[config.mk]
export PLATFORM = sky130hd
export DESIGN_NAME = acc_alu_flags
export DESIGN_NICKNAME = d
export VERILOG_FILES = /design/src/rtl/aluf_pkg.sv /design/src/rtl/aluf_parity.sv /design/src/rtl/aluf_arith.sv /design/src/rtl/aluf_logic.sv /design/src/rtl/acc_alu_flags.sv
export SDC_FILE = /design/constraint.sdc
export NUM_CORES = 1
export LEC_CHECK = 0
export BUFFER_PORTS_ARGS = -buffer_cell sky130_fd_sc_hd__buf_2
export CORE_UTILIZATION = 53
export CTS_BUF_LIST = sky130_fd_sc_hd__clkbuf_16
export DETAILED_ROUTE_END_ITERATION = 10
export PLACE_DENSITY = 0.89
export SYNTH_ARGS = -nofsm -noshare
export SYNTH_HDL_FRONTEND = slang
export SYNTH_HIERARCHICAL = 1
export SYNTH_SLANG_ARGS = --single-unit
[constraint.sdc]
create_clock -name clk -period 4.05 [get_ports clk]
set_input_delay 0.2025 -clock clk [delete_from_list [all_inputs] [get_ports clk]]
set_output_delay 0.2025 -clock clk [all_outputs]
set_load 0.02 [all_outputs]
[src/rtl/aluf_pkg.sv]
package aluf_pkg;
   localparam int ALUF_OP_W = 5;

   typedef enum logic [ALUF_OP_W-1:0] {
      OP_ADD  = 5'd0,
      OP_ADC  = 5'd1,
      OP_SUB  = 5'd2,
      OP_SBB  = 5'd3,
      OP_AND  = 5'd4,
      OP_XOR  = 5'd5,
      OP_OR   = 5'd6,
      OP_CMP  = 5'd7,
      OP_INC  = 5'd8,
      OP_DEC  = 5'd9,
      OP_CPL  = 5'd10,
      OP_RLC  = 5'd11,
      OP_RRC  = 5'd12,
      OP_RAL  = 5'd13,
      OP_RAR  = 5'd14,
      OP_CMC  = 5'd15,
      OP_STC  = 5'd16,
      OP_DAA  = 5'd17,
      OP_DADP = 5'd18
   } aluf_op_e;

   // flag byte bit positions
   localparam int FLG_CY   = 0;
   localparam int FLG_PAR  = 2;
   localparam int FLG_AUX  = 4;
   localparam int FLG_ZERO = 6;
   localparam int FLG_SIGN = 7;
   localparam int FLG_W    = 8;
endpackage

[src/rtl/aluf_parity.sv]
module aluf_parity #(
   parameter int W    = 8,
   parameter int IMPL = 0   // 0: reduction operator, 1: explicit xor chain
) (
   input  logic [W-1:0] din,
   output logic         even
);
   generate
      if (W < 1) begin : g_bad_w
         $error("aluf_parity: W must be at least 1");
      end
      if (IMPL == 0) begin : g_reduce
         assign even = ~^din;
      end else begin : g_chain
         logic [W:0] acc_x;
         assign acc_x[0] = 1'b0;
         for (genvar i = 0; i < W; i++) begin : g_bit
            assign acc_x[i+1] = acc_x[i] ^ din[i];
         end
         assign even = ~acc_x[W];
      end
   endgenerate
endmodule

[src/rtl/aluf_arith.sv]
module aluf_arith
   import aluf_pkg::*;
#(
   parameter int DATA_W = 8
) (
   input  logic [ALUF_OP_W-1:0] op,
   input  logic [DATA_W-1:0]    a,
   input  logic [DATA_W-1:0]    b,
   input  logic                 cy_in,
   input  logic                 ac_in,
   input  logic [2*DATA_W-1:0]  pair_a,
   input  logic [2*DATA_W-1:0]  pair_b,
   output logic [DATA_W-1:0]    res,
   output logic                 cy_out,
   output logic                 ac_out,
   output logic [2*DATA_W-1:0]  pair_sum,
   output logic                 pair_cy
);
   localparam int NIB    = DATA_W / 2;
   localparam int PAIR_W = 2 * DATA_W;
   localparam logic [DATA_W-1:0] LO_CORR = DATA_W'(6);
   localparam logic [DATA_W-1:0] HI_CORR = DATA_W'(6) << NIB;
   localparam logic [NIB-1:0]    DIG_MAX = NIB'(9);

   logic              cin;
   logic [DATA_W:0]   full_s;
   logic [NIB:0]      nib_s;
   logic [DATA_W:0]   daa_t;
   logic              lo_fix;
   logic              hi_fix;
   logic [PAIR_W:0]   pair_full;

   assign cin = ((op == OP_ADC) || (op == OP_SBB)) ? cy_in : 1'b0;

   always_comb begin
      res    = '0;
      cy_out = 1'b0;
      ac_out = 1'b0;
      full_s = '0;
      nib_s  = '0;
      daa_t  = '0;
      lo_fix = 1'b0;
      hi_fix = 1'b0;
      case (op)
         OP_ADD, OP_ADC: begin
            full_s = {1'b0, a} + {1'b0, b} + (DATA_W+1)'(cin);
            nib_s  = {1'b0, a[NIB-1:0]} + {1'b0, b[NIB-1:0]} + (NIB+1)'(cin);
            res    = full_s[DATA_W-1:0];
            cy_out = full_s[DATA_W];
            ac_out = nib_s[NIB];
         end
         OP_SUB, OP_SBB, OP_CMP: begin
            full_s = {1'b0, a} - {1'b0, b} - (DATA_W+1)'(cin);
            nib_s  = {1'b0, a[NIB-1:0]} - {1'b0, b[NIB-1:0]} - (NIB+1)'(cin);
            res    = full_s[DATA_W-1:0];
            cy_out = full_s[DATA_W];
            ac_out = nib_s[NIB];
         end
         OP_INC: begin
            res    = a + DATA_W'(1);
            cy_out = cy_in;
            ac_out = &a[NIB-1:0];
         end
         OP_DEC: begin
            res    = a - DATA_W'(1);
            cy_out = cy_in;
            ac_out = ~|a[NIB-1:0];
         end
         OP_DAA: begin
            lo_fix = (a[NIB-1:0] > DIG_MAX) || ac_in;
            daa_t  = {1'b0, a} + {1'b0, (lo_fix ? LO_CORR : '0)};
            nib_s  = {1'b0, a[NIB-1:0]} + {1'b0, (lo_fix ? LO_CORR[NIB-1:0] : '0)};
            hi_fix = (daa_t[DATA_W-1:NIB] > DIG_MAX) || daa_t[DATA_W] || cy_in;
            res    = daa_t[DATA_W-1:0] + (hi_fix ? HI_CORR : '0);
            cy_out = hi_fix;
            ac_out = nib_s[NIB];
         end
         default: begin
            res    = a;
            cy_out = cy_in;
         end
      endcase
   end

   assign pair_full = {1'b0, pair_a} + {1'b0, pair_b};
   assign pair_sum  = pair_full[PAIR_W-1:0];
   assign pair_cy   = pair_full[PAIR_W];
endmodule

[src/rtl/aluf_logic.sv]
module aluf_logic
   import aluf_pkg::*;
#(
   parameter int DATA_W = 8
) (
   input  logic [ALUF_OP_W-1:0] op,
   input  logic [DATA_W-1:0]    a,
   input  logic [DATA_W-1:0]    b,
   input  logic                 cy_in,
   output logic [DATA_W-1:0]    res,
   output logic                 cy_out,
   output logic                 ac_out
);
   localparam int NIB = DATA_W / 2;
   localparam int MSB = DATA_W - 1;

   always_comb begin
      res    = a;
      cy_out = cy_in;
      ac_out = 1'b0;
      case (op)
         OP_AND: begin
            res    = a & b;
            cy_out = 1'b0;
            ac_out = a[NIB-1] | b[NIB-1];
         end
         OP_XOR: begin
            res    = a ^ b;
            cy_out = 1'b0;
         end
         OP_OR: begin
            res    = a | b;
            cy_out = 1'b0;
         end
         OP_CPL: res = ~a;
         OP_RLC: begin
            res    = {a[MSB-1:0], a[MSB]};
            cy_out = a[MSB];
         end
         OP_RRC: begin
            res    = {a[0], a[MSB:1]};
            cy_out = a[0];
         end
         OP_RAL: begin
            res    = {a[MSB-1:0], cy_in};
            cy_out = a[MSB];
         end
         OP_RAR: begin
            res    = {cy_in, a[MSB:1]};
            cy_out = a[0];
         end
         OP_CMC: cy_out = ~cy_in;
         OP_STC: cy_out = 1'b1;
         default: ;
      endcase
   end
endmodule

[src/rtl/acc_alu_flags.sv]
module acc_alu_flags
   import aluf_pkg::*;
#(
   parameter int DATA_W   = 8,
   parameter int PAR_IMPL = 0
) (
   input  logic                 clk,
   input  logic                 rst_n,
   input  logic                 op_valid,
   input  logic [4:0]           op_code,
   input  logic [DATA_W-1:0]    acc_in,
   input  logic [DATA_W-1:0]    opnd_in,
   input  logic [2*DATA_W-1:0]  pair_dst_in,
   input  logic [2*DATA_W-1:0]  pair_src_in,
   output logic                 res_valid,
   output logic [DATA_W-1:0]    res_out,
   output logic                 res_we,
   output logic [2*DATA_W-1:0]  wide_out,
   output logic                 wide_we,
   output logic [FLG_W-1:0]     flags_out
);
   localparam int PAIR_W = 2 * DATA_W;

   generate
      if (DATA_W != 8) begin : g_bad_width
         $error("acc_alu_flags: flag layout requires DATA_W == 8");
      end
      if ((PAR_IMPL != 0) && (PAR_IMPL != 1)) begin : g_bad_par
         $error("acc_alu_flags: PAR_IMPL must be 0 or 1");
      end
   endgenerate

   logic [FLG_W-1:0]  flags_q;
   logic [DATA_W-1:0] ar_res, lg_res, sel_res;
   logic              ar_cy, ar_ac, lg_cy, lg_ac;
   logic [PAIR_W-1:0] pr_sum;
   logic              pr_cy;
   logic              par_even;
   logic              use_arith;

   aluf_arith #(.DATA_W(DATA_W)) arith_i (
      .op(op_code), .a(acc_in), .b(opnd_in),
      .cy_in(flags_q[FLG_CY]), .ac_in(flags_q[FLG_AUX]),
      .pair_a(pair_dst_in), .pair_b(pair_src_in),
      .res(ar_res), .cy_out(ar_cy), .ac_out(ar_ac),
      .pair_sum(pr_sum), .pair_cy(pr_cy)
   );

   aluf_logic #(.DATA_W(DATA_W)) logic_i (
      .op(op_code), .a(acc_in), .b(opnd_in), .cy_in(flags_q[FLG_CY]),
      .res(lg_res), .cy_out(lg_cy), .ac_out(lg_ac)
   );

   always_comb begin
      case (op_code)
         OP_ADD, OP_ADC, OP_SUB, OP_SBB, OP_CMP,
         OP_INC, OP_DEC, OP_DAA: use_arith = 1'b1;
         default:                use_arith = 1'b0;
      endcase
   end

   assign sel_res = use_arith ? ar_res : lg_res;

   aluf_parity #(.W(DATA_W), .IMPL(PAR_IMPL)) parity_i (
      .din(sel_res), .even(par_even)
   );

   function automatic logic [FLG_W-1:0] pack_flags(
      input logic s, input logic z, input logic ac, input logic p, input logic c);
      logic [FLG_W-1:0] f;
      f = '0;
      f[FLG_SIGN] = s;
      f[FLG_ZERO] = z;
      f[FLG_AUX]  = ac;
      f[FLG_PAR]  = p;
      f[FLG_CY]   = c;
      return f;
   endfunction

   logic [FLG_W-1:0] n_flags;
   logic             n_we, n_wwe;
   logic             res_sign, res_zero;

   assign res_sign = sel_res[DATA_W-1];
   assign res_zero = (sel_res == '0);

   always_comb begin
      n_flags = flags_q;
      n_we    = 1'b0;
      n_wwe   = 1'b0;
      case (op_code)
         OP_ADD, OP_ADC, OP_SUB, OP_SBB, OP_DAA: begin
            n_flags = pack_flags(res_sign, res_zero, ar_ac, par_even, ar_cy);
            n_we    = 1'b1;
         end
         OP_CMP:
            n_flags = pack_flags(res_sign, res_zero, ar_ac, par_even, ar_cy);
         OP_INC, OP_DEC: begin
            n_flags = pack_flags(res_sign, res_zero, ar_ac, par_even, flags_q[FLG_CY]);
            n_we    = 1'b1;
         end
         OP_AND, OP_XOR, OP_OR: begin
            n_flags = pack_flags(res_sign, res_zero, lg_ac, par_even, lg_cy);
            n_we    = 1'b1;
         end
         OP_CPL: n_we = 1'b1;
         OP_RLC, OP_RRC, OP_RAL, OP_RAR: begin
            n_flags[FLG_CY] = lg_cy;
            n_we            = 1'b1;
         end
         OP_CMC, OP_STC: n_flags[FLG_CY] = lg_cy;
         OP_DADP: begin
            n_flags[FLG_CY] = pr_cy;
            n_wwe           = 1'b1;
         end
         default: ;
      endcase
   end

   always_ff @(posedge clk or negedge rst_n) begin
      if (!rst_n) begin
         res_valid <= 1'b0;
         res_out   <= '0;
         res_we    <= 1'b0;
         wide_out  <= '0;
         wide_we   <= 1'b0;
         flags_q   <= '0;
      end else begin
         res_valid <= op_valid;
         if (op_valid) begin
            res_out  <= sel_res;
            res_we   <= n_we;
            wide_out <= pr_sum;
            wide_we  <= n_wwe;
            flags_q  <= n_flags;
         end
      end
   end

   assign flags_out = flags_q;

   // assertions beside the flag register
   AST_UNUSED_FLAGS_ZERO: assert property (@(posedge clk) disable iff (!rst_n)
      (flags_out[5] == 1'b0) && (flags_out[3] == 1'b0) && (flags_out[1] == 1'b0));

   AST_IDLE_HOLDS_FLAGS: assert property (@(posedge clk) disable iff (!rst_n)
      !op_valid |=> (!res_valid && $stable(flags_out)));

   AST_INCDEC_KEEP_CARRY: assert property (@(posedge clk) disable iff (!rst_n)
      (op_valid && ((op_code == OP_INC) || (op_code == OP_DEC)))
      |=> (flags_out[FLG_CY] == $past(flags_out[FLG_CY])));

   AST_CMP_NO_WRITE: assert property (@(posedge clk) disable iff (!rst_n)
      (op_valid && (op_code == OP_CMP)) |=> (res_valid && !res_we));

   AST_RLC_CARRY_BIT0: assert property (@(posedge clk) disable iff (!rst_n)
      (op_valid && (op_code == OP_RLC)) |=> (res_out[0] == flags_out[FLG_CY]));

   AST_PAIR_ONLY_CARRY: assert property (@(posedge clk) disable iff (!rst_n)
      (op_valid && (op_code == OP_DADP))
      |=> (wide_we && !res_we && (flags_out[FLG_W-1:1] == $past(flags_out[FLG_W-1:1]))));

   AST_UNASSIGNED_INERT: assert property (@(posedge clk) disable iff (!rst_n)
      (op_valid && (op_code > OP_DADP)) |=> (!res_we && !wide_we && $stable(flags_out)));
endmodule

### Word-level counts from Yosys, hierarchy flattened

Memories as Yosys holds them, arrays and structs flattened.
Cells that the tools add are included.

| cells by class | value |
|---|---|
| $add $sub $neg | 14 |
| $lt $le $gt $ge | 2 |
| eq/ne operators | 20 |
| mux-type cells | 15 |
| bitwise logic cells | 6 |
| reduce and logical (&&, ||, !) cells | 23 |

Operator list:

| kind | count |
|---|---|
| $pmux W8 S8 | 1 |
| $eq A5 B4 Y1 const B | 8 |
| $pmux W8 S5 | 1 |
| $eq A5 B3 Y1 const B | 4 |
| $add A8 B8 Y9 | 2 |
| $add A16 B16 Y17 | 1 |
| $eq A5 B5 Y1 const B | 3 |
| $reduce_or A15 Y1 | 1 |
| $pmux W7 S2 | 1 |
| $add A4 B4 Y5 | 2 |
| $eq A5 B2 Y1 const B | 2 |
| $pmux W1 S5 | 2 |
| $add A9 B1 Y9 | 1 |
| $reduce_or A9 Y1 | 1 |
| $sub A8 B8 Y9 | 1 |
| $sub A9 B1 Y9 | 1 |
| $add A8 B1 Y8 const B | 1 |
| $add A8 B8 Y8 | 1 |
| $and A8 B8 Y8 | 1 |
| $gt A4 B4 Y1 const B | 2 |
| $logic_not A8 Y1 | 1 |
| $mux W8 | 1 |
| $not A8 Y8 | 1 |
| $or A8 B8 Y8 | 1 |
| 27 further kinds | 39 |

| storage, ports and cells | value |
|---|---|
| register bits after elaboration | 35 |
| bits in read-only memories | 32 |
| input port bits | 56 |
| logic and storage cells | 88 |
| memories | 1 |

Memory list:

| memory | words | bits a word | rd ports | clocked after memory_dff | write ports | RTL line | RTL |
|---|---|---|---|---|---|---|---|
| (no name shown) | 32 | 1 | 1 | 0 | 0 | acc_alu_flags.sv:55 | `case (op_code)` |

### Depth between registers and ports, before layout

Gate-level depths: netlist of the first run.

| logic depth | value |
|---|---|
| word-level depth | 13 |
| depth in mapped cells | 19 |

### Cells and area by module

Netlist of the first run, hierarchy kept.

Modules (own cells, without submodules):

| module | times used | cells each | area an instance (µm²) | sequential area each (µm²) |
|---|---|---|---|---|
| aluf_arith | 1 | 356 | 2,552.4 | 0.0 |
| acc_alu_flags | 1 | 115 | 1,517.7 | 800.8 |
| aluf_logic | 1 | 141 | 989.7 | 0.0 |
| aluf_parity | 1 | 7 | 61.3 | 0.0 |

### Worst setup path before layout of the first run

No wires, ideal clock.

| timing | value |
|---|---|
| kind | flip-flop to flip-flop |
| start point | reg flags_q[4] (netlist: flags_out[4]) |
| end point | reg flags_q[2] (netlist: flags_out[2]) |
| arrival time | 3,990 ps |
| slack | -65 ps |
| cell stages (with the launch flop) | 18 |
| clock period less this slack | 4,115 ps |
| cells stage by stage | dfrtp_1 nand2b_1 ha_1 fa_1 and4_2 nand2_1 xnor2_1 a221o_1 ha_1 ha_1 o311a_1 nor4_1 a22oi_1 mux2_2 xnor2_1 xnor2_1 xnor2_1 mux2_2 |

| on the way | value |
|---|---|
| longest elaborated chain between the ends | 12 |

RTL lines:

| what | RTL line | RTL |
|---|---|---|
| start, declared | acc_alu_flags.sv:33 | `logic [FLG_W-1:0] flags_q;` |
| start signal, assigned | acc_alu_flags.sv:135 | `flags_q <= n_flags;` |
| $logic_or A1 B1 Y1 (*) | aluf_arith.sv:70 | `lo_fix = (a[NIB-1:0] > DIG_MAX) \|\| ac_in;` |
| $mux W3 (*) | aluf_arith.sv:71 | `daa_t = {1'b0, a} + {1'b0, (lo_fix ? LO_CORR : '0)};` |
| $add A8 B8 Y9 (*) | aluf_arith.sv:71 |  |
| $gt A4 B4 Y1 | aluf_arith.sv:73 | `hi_fix = (daa_t[DATA_W-1:NIB] > DIG_MAX) \|\| daa_t[DATA_W] \|\| cy_in;` |
| $logic_or A1 B1 Y1 (2 in series) | aluf_arith.sv:73 |  |
| $mux W7 | aluf_arith.sv:74 | `res = daa_t[DATA_W-1:0] + (hi_fix ? HI_CORR : '0);` |
| $add A8 B8 Y8 (*) | aluf_arith.sv:74 |  |
| $pmux W8 S5 (*) | aluf_arith.sv:44 | `case (op)` |
| named net ar_res[7] | acc_alu_flags.sv:34 | `logic [DATA_W-1:0] ar_res, lg_res, sel_res;` |
| $mux W8 (*) | acc_alu_flags.sv:62 | `assign sel_res = use_arith ? ar_res : lg_res;` |
| $reduce_xnor A8 Y1 (*) | aluf_parity.sv:13 | `assign even = ~^din;` |
| $pmux W7 S2 (*) | acc_alu_flags.sv:91 | `case (op_code)` |
| named net n_flags[2] | acc_alu_flags.sv:80 | `logic [FLG_W-1:0] n_flags;` |

Mark *: on every way through the listed nets, which the timed path passes. The rest lies on a longest branch. The select of a mux whose other input is x is not followed.
A chain may end at the register's enable or synchronous reset.

### Worst setup path after layout of the first run

Same ends and word-level chain as after synthesis.

==> flow_metrics.env, run 1 <==
export IMPL_wirelength_um=15400
export IMPL_synth_area_per_cell_um2=8.27
export IMPL_row_count=35
export IMPL_crit_path_end="flags_out[2]"
export IMPL_cpPeakStageDelay_ns=0.40
export IMPL_vias=5221
export IMPL_synth_ff_type="dfrtp_1"
export IMPL_io_buffers=87
export IMPL_netlist_area_leader_share=0.156
export IMPL_crit_family="adder cells"
export IMPL_via_per_inst=6.16
export IMPL_p_per_area_mw_per_mm2=288
export IMPL_setup_violations_final=0
export IMPL_ios=91
export IMPL_fin_crit_ns=3.96
export IMPL_ctsHoldBuffers=0
export IMPL_drtIter0Drc=351
export IMPL_clk_path_buf_depth=2
export IMPL_netlist_top_cells_area="dfrtp_1, ha_1, mux2_2, xnor2_1, a21oi_1"
export IMPL_layout_nets=843
export IMPL_rsz0062_at_grt="true"
export IMPL_final_max_slew_violation_count=0
export IMPL_ant_nets=0
export IMPL_critPathMostFrequentCell="ha_2"
export IMPL_hold_ws_ns=-0.0130
export IMPL_critPathLaunchType="flop"
export IMPL_slew_headroom=0.512
export IMPL_core_mm2=0.00928
export IMPL_r2r_setup_slack_ns=0.09
export IMPL_worstPathCellList="nand2b_4 > ha_2 > fa_2 > buf_4 > nand3_1 > a21oi_1 > a221o_1 > ha_2 > ha_2 > o311a_1 > nor4_2 > a22oi_2 > mux2_4 > xnor2_2 > xnor2_1 > xnor2_1 > mux2_4"
export IMPL_insertion_delay_ns=0.28
export IMPL_insertedDiodeCount=0
export IMPL_r2r_end="flags_out[2]"
export IMPL_p_leak_nw=2.76
export IMPL_synth_edf_count=0
export IMPL_cap_violations=0
export IMPL_fin_crit_sh=0.978
export IMPL_cts_sinks=32
export IMPL_area_growth_pct=17.9
export IMPL_fin_util=0.650
export IMPL_first_pass_iters=7
export IMPL_r2r_start="flags_out[4]"
export IMPL_critPathCaptureType="flop"
export IMPL_grt_pass1_vias=5114
export IMPL_crit_start="flags_out[4]"
export IMPL_grt_usage=0.307
export IMPL_syn_inst=619
export IMPL_dieArea_mm2=0.0101
export IMPL_drive_above_1_share=0.288
export IMPL_max_freq_mhz=253
export IMPL_root_buffer="clkbuf_16"
export IMPL_reg2reg_depth=17
export IMPL_ys_seq_area_frac=0.156
export IMPL_fillerInstances=766
export IMPL_wl_per_cell_um=18.2
export IMPL_power_mw=1.74
export IMPL_critical_path_n_buffers_inverters=1
export IMPL_die_y_um=100
export IMPL_vdd_drop_max_mv=0.326
export IMPL_status="complete, but fails checks"
export IMPL_async_flop_share=1.00
export IMPL_hpwl_um=11600
export IMPL_cp_required_ns=4.21
export IMPL_slowest_stage="dfrtp_2"
export IMPL_seq_area_um2=802
export IMPL_hold_path_class="in2async"
export IMPL_path_clk_slew_ns=0.06
export IMPL_start_util=0.552
export IMPL_cts_max_level=2
export IMPL_place_congestion=0.959
export IMPL_synth_cell_types=75
export IMPL_hold_viol_final=30
export IMPL_failed_checks="hold timing"
export IMPL_place_inst=834
export IMPL_worstMarginPinSlew_ns=0.726
export IMPL_synth_area_mm2=0.00512
export IMPL_yosys_area_top_type="dfrtp_1"
export IMPL_critical_path_class="reg2reg"
export IMPL_grt_pass1_wl_um=24500
export IMPL_instances_no_fill=847
export IMPL_cts_tree="done"
export IMPL_synthesis_yosys_warnings=6
export IMPL_multi_input_area_mm2=0.00403
export IMPL_worstPathMaxFanout=3
export IMPL_antenna_found_initial=0
export IMPL_grt_max_degree=44
export IMPL_synth_ff_latch_count=32
export IMPL_remaining_drc_errors=0
export IMPL_globalRouteOverflowTotal=0
export IMPL_die_width_um=100
export IMPL_cp_num_cells=17
export IMPL_tns_ns=0
export IMPL_numCtsBuffers=5
export IMPL_finClkSkew_ns=0.00198
export IMPL_arrival_ns=4.12
-- synth_stat cells (all sizes together) (3+ instances only) --
cell type and instances:
nor4b 8, o211ai 7, a2bb2oi 8, nor3 14
nand3 11, a221oi 7, nand3b 6, a222oi 3
mux2i 6, xor2 6, nand2 37, inv 58
mux2 39, o21a 4, nand2b 7, and3 5
o221ai 3, a32oi 5, xnor2 35, ha 63
a21o 5, o21bai 6, a211oi 5, nor4 8
fa 7, a31oi 11, a41oi 6, and2 4
a221o 3, buf 19, nor2b 10, dfrtp 32
or3 3, nor2 49, o21ai 25, and4 3
o22ai 5, clkbuf 11, a21oi 48
-- flip-flops by register name (all words and copies together), names as in the netlist --
signal / count
flags_out: 5
res_out: 8
res_valid: 1
res_we: 1
wide_out: 16
wide_we: 1
-- how the worst min path moves through the flow --
stage,from,end,slack (ns)
floorplan,rst_n,flags_out[0],-0.09
global placement,rst_n,wide_out[0],0.29
detailed placement,rst_n,wide_out[1],0.30
CTS,rst_n,flags_out[7],0.00003
global route,rst_n,flags_out[7],0.05
finish,rst_n,res_out[4],-0.01
-- layout make-up --
class,count,area share
clock buffers,5,0.0207
inverters,58,0.0361
repair buffers,119,0.113
flip-flops and latches,32,0.133
well taps,129,0.0267
multi-input cells,501,0.667
clock inverters,3,0.00311
-- where the power goes --
| part | switching, mW | total, mW | internal [mW] | leakage [nW] |
|---|---|---|---|---|
| logic | 0.542 | 0.948 | 0.406 | 2.30 |
| clock network | 0.139 | 0.365 | 0.226 | 0.0736 |
| registers | 0.0360 | 0.426 | 0.390 | 0.378 |
| total | 0.717 | 1.74 | 1.02 | 2.76 |
-- placed cells by master (no fill, tap or decap), types with 5 or more instances in the layout --
master     count
buf_2         87
a41oi_2        6
clkbuf_16      5
nand2_1       37
mux2i_1        6
a31oi_1       11
a2bb2oi_1      8
nor4b_1        6
fa_1           6
a21o_1         5
a21oi_1       46
a221oi_1       7
nor3_1        11
ha_1          59
xnor2_1       34
buf_4         30
inv_1         56
nand2b_1       6
mux2_2        37
o21bai_1       6
o22ai_1        5
xor2_1         6
nor2_1        48
o211ai_1       7
nand3_1       11
o21ai_0       21
a32oi_1        5
nor2b_1       10
nand3b_1       5
dfrtp_1       31
nor4_1         6
-- routing by layer --
metal / GRT usage / vias to the layer above / part of all wire
met5: 0 / - / 0
met4: 0.111 / 0 / 0.032
met3: 0.0648 / 46 / 0.088
met2: 0.537 / 295 / 0.48
met1: 0.371 / 2441 / 0.40
li1: - / 2439 / -
-- repair_timing --
item / 4_1_cts / 5_1_grt
pin swaps: 5 / 14
setup buffers: 1 / 4
hold endpoints to repair: 0 / 0
gates resized for setup: 3 / 13
setup endpoints to repair: 1 / 1
-- cells by family (layout without fill, tap and decap cells) --
group                    count (synthesis)  after routing  share of synthesized area
adder cells (fa/ha/maj)                 70             70                      0.181
buffers and inverters                   88            185                     0.0711
flip-flops                              32             32                      0.156
other                                    1              3                   0.000732
multiplexers                            45             45                     0.0975
XOR/XNOR                                41             41                     0.0701
AND/OR/NAND/NOR                        173            173                      0.184
AO/OA/AOI/OAI                          169            169                      0.239
-- per-stage QoR --
stage	setup WS (ns)	instance area [um2]
6_report	0.0900	6040
5_1_grt	-0.0565	6040
4_1_cts	0.00440	5960
3_5_place_dp	-0.243	5790
3_3_place_gp	-0.104	5790
2_1_floorplan	0.00419	5140
No activity file was read; power rests on OpenSTA's default activity.
==> run 2: changes to the inputs <==
--- a/config.mk
+++ b/config.mk
@@ -9,6 +9,7 @@
 export CORE_UTILIZATION = 53
 export CTS_BUF_LIST = sky130_fd_sc_hd__clkbuf_16
 export DETAILED_ROUTE_END_ITERATION = 10
+export MAX_ROUTING_LAYER = met4
 export PLACE_DENSITY = 0.89
 export SYNTH_ARGS = -nofsm -noshare
 export SYNTH_HDL_FRONTEND = slang
==> run 2 against run 1 <==
  * The flow still finishes with violations (hold timing)
  * Total power fell by 1.0%
  * Final cell count shrank 0.24%
  * Setup slack worse by 0.0016 ns
  * Worst hold slack better by 0.0015 ns
  * Critical path depth did not move
  * Fmax barely moved
  * Clock skew down 0.00082 ns
  * Largest power group unchanged
  * Sequential power is essentially flat
  * Clock power shrank 1%
  * Combinational power decreased by 1%
  * Highest routed layer unchanged
  * First-iteration DRC count up 20%
==> flow_metrics.env, run 2 (synthesized netlist as in run 1, its figures left out) <==
export IMPL_status="complete, but fails checks"
export IMPL_failed_checks="hold timing"
export IMPL_dieArea_mm2=0.0101
export IMPL_multi_input_area_mm2=0.00403
export IMPL_core_mm2=0.00928
export IMPL_place_congestion=0.926
export IMPL_remaining_drc_errors=0
export IMPL_critPathLaunchType="flop"
export IMPL_insertion_delay_ns=0.28
export IMPL_wirelength_um=15200
export IMPL_setup_violations_final=0
export IMPL_largest_register="wide_out"
export IMPL_cts_sinks=32
export IMPL_io_buffers=87
export IMPL_reg2reg_depth=17
export IMPL_grt_max_degree=44
export IMPL_met2_length_um=7240
export IMPL_cap_violations=0
export IMPL_clk_path_buf_depth=2
export IMPL_drtIter0Drc=422
export IMPL_fin_crit_sh=0.978
export IMPL_wl_met3_um=1180
export IMPL_layout_commonest_cell="buf_2"
export IMPL_layout_common_cells="buf_2, ha_1, inv_1"
export IMPL_critPathCaptureType="flop"
export IMPL_cpPeakStageDelay_ns=0.40
export IMPL_fin_util=0.648
export IMPL_drt_met1_wl_um=6310
export IMPL_ios=91
export IMPL_vdd_drop_max_mv=0.248
export IMPL_place_inst=836
export IMPL_die_y_um=100
export IMPL_grt_usage=0.319
export IMPL_p_leak_nw=2.74
export IMPL_worstPathMaxFanout=3
export IMPL_die_width_um=100
export IMPL_globalRouteOverflowTotal=0
export IMPL_rsz0062_at_grt="true"
export IMPL_critPathMostFrequentCell="ha_2"
export IMPL_instances_no_fill=845
export IMPL_insertedDiodeCount=0
export IMPL_first_pass_iters=5
export IMPL_path_clk_slew_ns=0.06
export IMPL_fin_crit_ns=3.96
export IMPL_worstMarginPinSlew_ns=0.819
export IMPL_cts_max_level=2
export IMPL_start_util=0.552
export IMPL_p_per_area_mw_per_mm2=286
export IMPL_fillerInstances=772
export IMPL_arrival_ns=4.12
export IMPL_grt_pass1_wl_um=24700
export IMPL_hold_ws_ns=-0.0115
export IMPL_row_count=35
export IMPL_power_mw=1.72
export IMPL_hold_viol_final=31
export IMPL_hpwl_um=11500
export IMPL_layout_nets=841
export IMPL_finClkSkew_ns=0.00116
export IMPL_antenna_found_initial=0
export IMPL_grt_pass1_vias=5106
export IMPL_worstPathCellList="nand2b_4 > buf_4 > ha_1 > a21oi_2 > or2b_1 > o21ai_1 > a221o_1 > ha_2 > ha_2 > o311a_1 > nor4_1 > a22oi_1 > mux2_4 > xnor2_4 > xnor2_2 > xnor2_1 > mux2_2"
export IMPL_wl_per_cell_um=18.0
export IMPL_seq_area_um2=802
export IMPL_vias=5225
export IMPL_via_per_inst=6.18
export IMPL_ctsHoldBuffers=0
export IMPL_numCtsBuffers=5
export IMPL_cp_required_ns=4.21
export IMPL_hold_path_class="in2async"
export IMPL_max_freq_mhz=252
export IMPL_drive_above_1_share=0.284
export IMPL_critical_path_class="reg2reg"
export IMPL_top_layer="met4"
export IMPL_root_buffer="clkbuf_16"
export IMPL_cts_tree="done"
export IMPL_area_growth_pct=17.4
export IMPL_ant_nets=0
export IMPL_slowest_stage="dfrtp_2"
export IMPL_largest_reg_flops=16
export IMPL_slew_headroom=0.449
export IMPL_final_max_slew_violation_count=0
## run 2: per-layer routing
layer | vias to the layer above | GRT usage
met5 | - | -
met2 | 272 | 0.530
met1 | 2471 | 0.402
met3 | 43 | 0.0355
li1 | 2439 | -
met4 | 0 | 0.110
## run 2: cell type report
cell class / count / area share
repair buffers: 117 / 0.110
inverters: 58 / 0.0362
clock buffers: 5 / 0.0208
flip-flops and latches: 32 / 0.133
clock inverters: 3 / 0.00250
well taps: 129 / 0.0268
multi-input cells: 501 / 0.670
## run 2: through the flow
step | setup slack [ns] | TNS (ns) | area, um2 | hold WS [ns]
detailed placement | -0.231 | -0.231 | 5810 | 0.299
floorplan | 0.00419 | 0 | 5140 | -0.0931
CTS | 0.0337 | 0 | 5970 | 0.00446
global placement | -0.147 | -0.147 | 5810 | 0.294
finish | 0.0884 | 0 | 6010 | -0.0115
global route | -0.0220 | -0.0220 | 6010 | 0.0546
## run 2: final timing paths
kind | startpoint | endpoint | slack (ns)
setup / recovery | flags_out[4] | flags_out[2] | 0.09
hold / removal | rst_n | res_out[7] | -0.01
setup reg to reg | flags_out[4] | flags_out[2] | 0.09
hold reg to reg | res_out[4] | res_out[4] | 0.50
max in group asynchronous | rst_n | flags_out[4] | 3.55
min in group clk | pair_src_in[0] | wide_out[0] | 0.28
## run 2: worst max-delay path: cells and delay by family (launching register included)
| family | cells | cell delay [ns] |
|---|---|---|
| XOR/XNOR | 3 | 0.44 |
| AND/OR/NAND/NOR | 3 | 0.52 |
| AO/OA/AOI/OAI | 5 | 1.10 |
| adder cells (fa/ha/maj) | 3 | 0.65 |
| multiplexers | 2 | 0.60 |
| flip-flops | 1 | 0.40 |
| buffers and inverters | 1 | 0.14 |
## run 2: repair_timing
action | CTS | global route
gates resized for setup | 4 | 9
setup buffers | 0 | 1
pin swaps | 3 | 9
setup endpoints to repair | 1 | 1
## run 2: power breakdown
part	internal, mW	switching [mW]	total, mW
logic	0.398	0.536	0.934
registers	0.390	0.0374	0.427
clock network	0.223	0.138	0.361
